### config.mk
export PLATFORM = sky130hd
export DESIGN_NAME = halfword_access_bridge
export DESIGN_NICKNAME = d
export VERILOG_FILES = /design/src/rtl/halfword_access_bridge.sv
export SDC_FILE = /design/constraint.sdc
export NUM_CORES = 1
export LEC_CHECK = 0
export CAP_MARGIN = 20
export CORE_MARGIN = 2
export CORE_UTILIZATION = 35
export CTS_CLUSTER_DIAMETER = 80
export DETAILED_ROUTE_END_ITERATION = 8
export DONT_BUFFER_PORTS = 1
export PLACE_DENSITY = 0.58
export SETUP_SLACK_MARGIN = 0.1
export SLEW_MARGIN = 20
export SYNTH_ARGS = -nofsm -noshare
export SYNTH_HDL_FRONTEND = slang
export SYNTH_SLANG_ARGS = --single-unit
### constraint.sdc
create_clock -name clk -period 3.05 [get_ports clk]
set_input_delay 0.7625 -clock clk [delete_from_list [all_inputs] [get_ports clk]]
set_output_delay 0.7625 -clock clk [all_outputs]
set_load 0.01 [all_outputs]
### src/rtl/halfword_access_bridge.sv
module halfword_access_bridge #(
  parameter int NREG = 8,
  parameter logic [NREG-1:0] FUNC_MASK = 8'hF0,
  parameter logic [NREG-1:0] SNAP_MASK = 8'h2C,
  localparam int AW = $clog2(NREG)
) (
  input  logic              clk,
  input  logic              rst_n,
  input  logic [AW-1:0]     h_addr,
  input  logic [31:0]       h_wdata,
  input  logic              h_wide,
  input  logic              h_hi,
  input  logic              h_wr,
  input  logic              h_rd,
  output logic [31:0]       h_rdata,
  input  logic [NREG*32-1:0] reg_val,
  output logic [NREG-1:0]   reg_we,
  output logic [1:0]        reg_wstrb,
  output logic [31:0]       reg_wdata
);

  logic [NREG-1:0] pend;
  logic [15:0]     stage [NREG];
  logic [15:0]     snap  [NREG];

  wire is_func = FUNC_MASK[h_addr];
  wire is_snap = SNAP_MASK[h_addr];

  wire wr_full = h_wr & h_wide;
  wire wr_lo   = h_wr & ~h_wide & ~h_hi;
  wire wr_hi   = h_wr & ~h_wide & h_hi;
  wire rd_lo   = h_rd & ~h_wide & ~h_hi;

  wire cfg_lo  = wr_lo & ~is_func;
  wire cfg_hi  = wr_hi & ~is_func;
  wire commit  = wr_hi & is_func & pend[h_addr];
  wire fire    = wr_full | cfg_lo | cfg_hi | commit;

  assign reg_we    = fire ? (NREG'(1) << h_addr) : '0;
  assign reg_wstrb = (wr_full | commit) ? 2'b11 :
                     cfg_hi ? 2'b10 :
                     cfg_lo ? 2'b01 : 2'b00;
  assign reg_wdata = wr_full ? h_wdata :
                     commit  ? {h_wdata[15:0], stage[h_addr]} :
                               {h_wdata[15:0], h_wdata[15:0]};

  for (genvar i = 0; i < NREG; i++) begin : g_reg
    wire sel = (h_addr == AW'(i));
    if (FUNC_MASK[i]) begin : g_stage
      always_ff @(posedge clk or negedge rst_n) begin
        if (!rst_n) begin
          pend[i]  <= 1'b0;
          stage[i] <= '0;
        end else if (h_wr && sel) begin
          if (wr_lo) begin
            pend[i]  <= 1'b1;
            stage[i] <= h_wdata[15:0];
          end else begin
            pend[i]  <= 1'b0;
          end
        end
      end
    end else begin : g_nostage
      assign pend[i]  = 1'b0;
      assign stage[i] = '0;
    end
    if (SNAP_MASK[i]) begin : g_snap
      always_ff @(posedge clk or negedge rst_n) begin
        if (!rst_n)
          snap[i] <= '0;
        else if (rd_lo && sel)
          snap[i] <= reg_val[i*32+16 +: 16];
      end
    end else begin : g_nosnap
      assign snap[i] = '0;
    end
  end

  wire [31:0] cur = reg_val[h_addr*32 +: 32];
  wire [31:0] rd_next = h_wide ? cur :
                        h_hi   ? {16'h0, is_snap ? snap[h_addr] : cur[31:16]} :
                                 {16'h0, cur[15:0]};

  always_ff @(posedge clk or negedge rst_n) begin
    if (!rst_n)
      h_rdata <= '0;
    else if (h_rd)
      h_rdata <= rd_next;
  end

endmodule


==> flow_metrics.env, run 1 <==
export IMPL_status="complete, no violations"
export IMPL_path_class="in -> out"
export IMPL_synth_nets=1019
export IMPL_ant_nets=0
export IMPL_preCtsSetupSlack_ns=0.224
export IMPL_cts_tree="built"
export IMPL_start_util=0.353
export IMPL_ys_warnings_count=0
export IMPL_cts_max_level=4
export IMPL_cp_required_ns=2.29
export IMPL_avgRoutedWirePerCell_um=28.4
export IMPL_synth_common_cells="148 x dfrtp_1, 132 x mux2_2, 61 x mux4_2, 48 x a211oi_1, 33 x mux2i_1"
export IMPL_grt_usage=0.211
export IMPL_io_pins=371
export IMPL_globalplace_congestion=0.818
export IMPL_multi_input_area_um2=5000
export IMPL_setup_worst_path_end_class="output pin"
export IMPL_routed_via_density=5.94
export IMPL_postSynthCellCount=722
export IMPL_grt_pass1_wl_mm=41.8
export IMPL_slew_headroom=0.469
export IMPL_synth_distinct_cells=44
export IMPL_layout_nets=988
export IMPL_worst_slew_pin_slew_ns=0.792
export IMPL_power_static_leakage_nw=4.06
export IMPL_netlist_area_leader_share=0.406
export IMPL_dr_pass1_iters=5
export IMPL_rsz0062_at_grt="no"
export IMPL_ir_drop_uv=332
export IMPL_overflow=0
export IMPL_period_share=0.943
export IMPL_cap_viol_max_count=0
export IMPL_synth_edf_count=0
export IMPL_grt_pass1_vias=6347
export IMPL_startpoint="h_addr[0]"
export IMPL_setup_violations=0
export IMPL_routed_wl_mm=29.6
export IMPL_die_x_um=165
export IMPL_powerDensity_nw_per_um2=565
export IMPL_max_clock_freq_mhz=348
export IMPL_drive_above_1_share=0.371
export IMPL_cp_arrival_ns=2.11
export IMPL_grt_antenna_before_repair=3
export IMPL_drt_iter0_markers=453
export IMPL_areaGrowthSynthToFinish_pct=8.40
export IMPL_timing_rr_start="snap[76]$_DFFE_PN0P_"
export IMPL_synthesis_area_um2=9120
export IMPL_ys_ff_latch=148
export IMPL_fillers=2491
export IMPL_asyncSetResetFlopFracSynth=1.00
export IMPL_period_minus_slack_ns=2.88
export IMPL_yosys_area_top_type="dfrtp_1"
export IMPL_path_max_fanout=143
export IMPL_grt_max_degree=149
export IMPL_cts_root_buf="clkbuf_16"
export IMPL_clockBufferDepth=2
export IMPL_die_area_um2=27400
export IMPL_hold_violations=0
export IMPL_clk_pin_slew_ns=0.07
export IMPL_hold_class="in -> async"
export IMPL_syn_avg_cell_area_um2=12.6
export IMPL_yosysSeqAreaShare=0.406
export IMPL_slew_violations=0
export IMPL_clock_skew_ns=0.0102
export IMPL_cts_resized=0
export IMPL_cts_num_sinks=148
export IMPL_clk_latency_ns=0.42
export IMPL_fin_ws_ns=0.173
export IMPL_hpwl_mm=21.4
export IMPL_dieHeight_um=165
export IMPL_synthFlopType="dfrtp_1"
export IMPL_synthTopCellsByArea="dfrtp_1 41%, mux2_2 16%, mux4_2 15%"
export IMPL_numCtsBuffers=17
export IMPL_drc_errors=0
export IMPL_startpoint_type="input pin"
export IMPL_io_buffer_count=0
export IMPL_rows=59
export IMPL_finalSetupTns_ns=0
export IMPL_core_area_um2=25800
export IMPL_register_area_um2=3700
export IMPL_dr_total_vias=6190
export IMPL_yosysMostFrequentCell="dfrtp_1"
## per-stage QoR
| step | instance area (um^2) | power, mW | std cells | hold slack (ns) | utilization |
|---|---|---|---|---|---|
| 2_1_floorplan | 9120 | 3.35 | 722 | 0.461 | - |
| 3_3_place_gp | 9250 | 3.47 | 1004 | 0.473 | 0.358 |
| 3_5_place_dp | 9250 | 3.50 | 1004 | 0.473 | 0.358 |
| 4_1_cts | 9840 | 5.65 | 1036 | 0.0182 | 0.381 |
| 5_1_grt | 9880 | 5.85 | 1042 | 0.00848 | 0.383 |
| 6_report | 9880 | 5.58 | 1042 | 0.0353 | 0.383 |
## path summary, 6_finish.rpt
kind / slack (ns) / depth (start not counted) / endpoint
worst max-delay path: 0.17 / 4 / reg_wdata[0]
worst min-delay path: 0.04 / 0 / snap[87]$_DFFE_PN0P_
worst max register to register: 1.32 / 4 / h_rdata[12]$_DFFE_PN0P_
worst min register to register: 0.50 / 1 / stage[23]$_DFFE_PN0P_
max in group asynchronous: 2.79 / 0 / h_rdata[28]$_DFFE_PN0P_
min in group clk: 0.44 / 1 / h_rdata[27]$_DFFE_PN0P_
## per-layer routing
metal  track usage  wire length [um]
met1         0.280             12600
met2         0.332             13800
met3        0.0707              2710
met4        0.0580               460
met5             0                 0
## report_power, final
part / switching [mW] / leakage [nW] / internal [mW]
Sequential: 0.230 / 1.87 / 2.31
Combinational: 0.343 / 1.89 / 0.572
Clock: 0.996 / 0.294 / 1.13
## final cells by class
cell class / count / share of cell area
flip-flops and latches: 148 / 0.375
multi-input cells: 494 / 0.506
well taps: 335 / 0.0424
clock inverters: 14 / 0.0154
inverters: 20 / 0.00759
diodes: 3 / 0.000759
clock buffers: 18 / 0.0444
repair buffers: 10 / 0.00886
## sequential cells by signal, summed over array words and instances (netlist names)
signal / cells
h_rdata: 32
stage: 64
snap: 48
pend: 4
## logic make-up after synthesis
family / count (synthesis) / synth area share
flip-flops: 148 / 0.406
multiplexers: 244 / 0.380
AO/OA/AOI/OAI: 149 / 0.110
buffers and inverters: 80 / 0.0456
AND/OR/NAND/NOR: 101 / 0.0587
## timing repair
item                       CTS  global route
setup endpoints to repair    0             1
hold buffers                 0             0
buffers inserted             0             3
## placed cells by master, fill, tap and decap left out, types with 2 or more instances in the layout
cell type	instances
o22a_1	13
diode_2	3
dfrtp_1	148
nor2_1	27
o22ai_1	17
a221oi_1	3
a2111oi_0	2
nor2b_1	15
or4_1	2
clkinv_8	2
o32ai_1	4
nand3_1	17
mux2_4	18
o21ai_0	22
inv_8	6
a221o_1	2
a211oi_1	48
nand2b_1	6
buf_4	9
mux2i_1	33
a21oi_1	30
nor3_1	6
mux4_2	61
inv_2	3
nand2_1	20
mux2_2	132
inv_6	5
clkbuf_16	17
nand3_2	2
inv_1	16
## critical path: stages
cell and delay, ns:
mux4_2 0.58, nand4_4 0.16, buf_4 0.17, mux2_2 0.36
Note: power is estimated with default switching activity, not from simulation.
==> run 2, diff against run 1 <==
--- a/config.mk
+++ b/config.mk
@@ -8,7 +8,7 @@
 export CAP_MARGIN = 20
 export CORE_MARGIN = 2
 export CORE_UTILIZATION = 35
-export CTS_CLUSTER_DIAMETER = 80
+export CTS_CLUSTER_DIAMETER = 100
 export DETAILED_ROUTE_END_ITERATION = 8
 export DONT_BUFFER_PORTS = 1
 export PLACE_DENSITY = 0.58
==> results of run 2 <==
The final DEF is identical to that of run 1; final timing and power are the same.
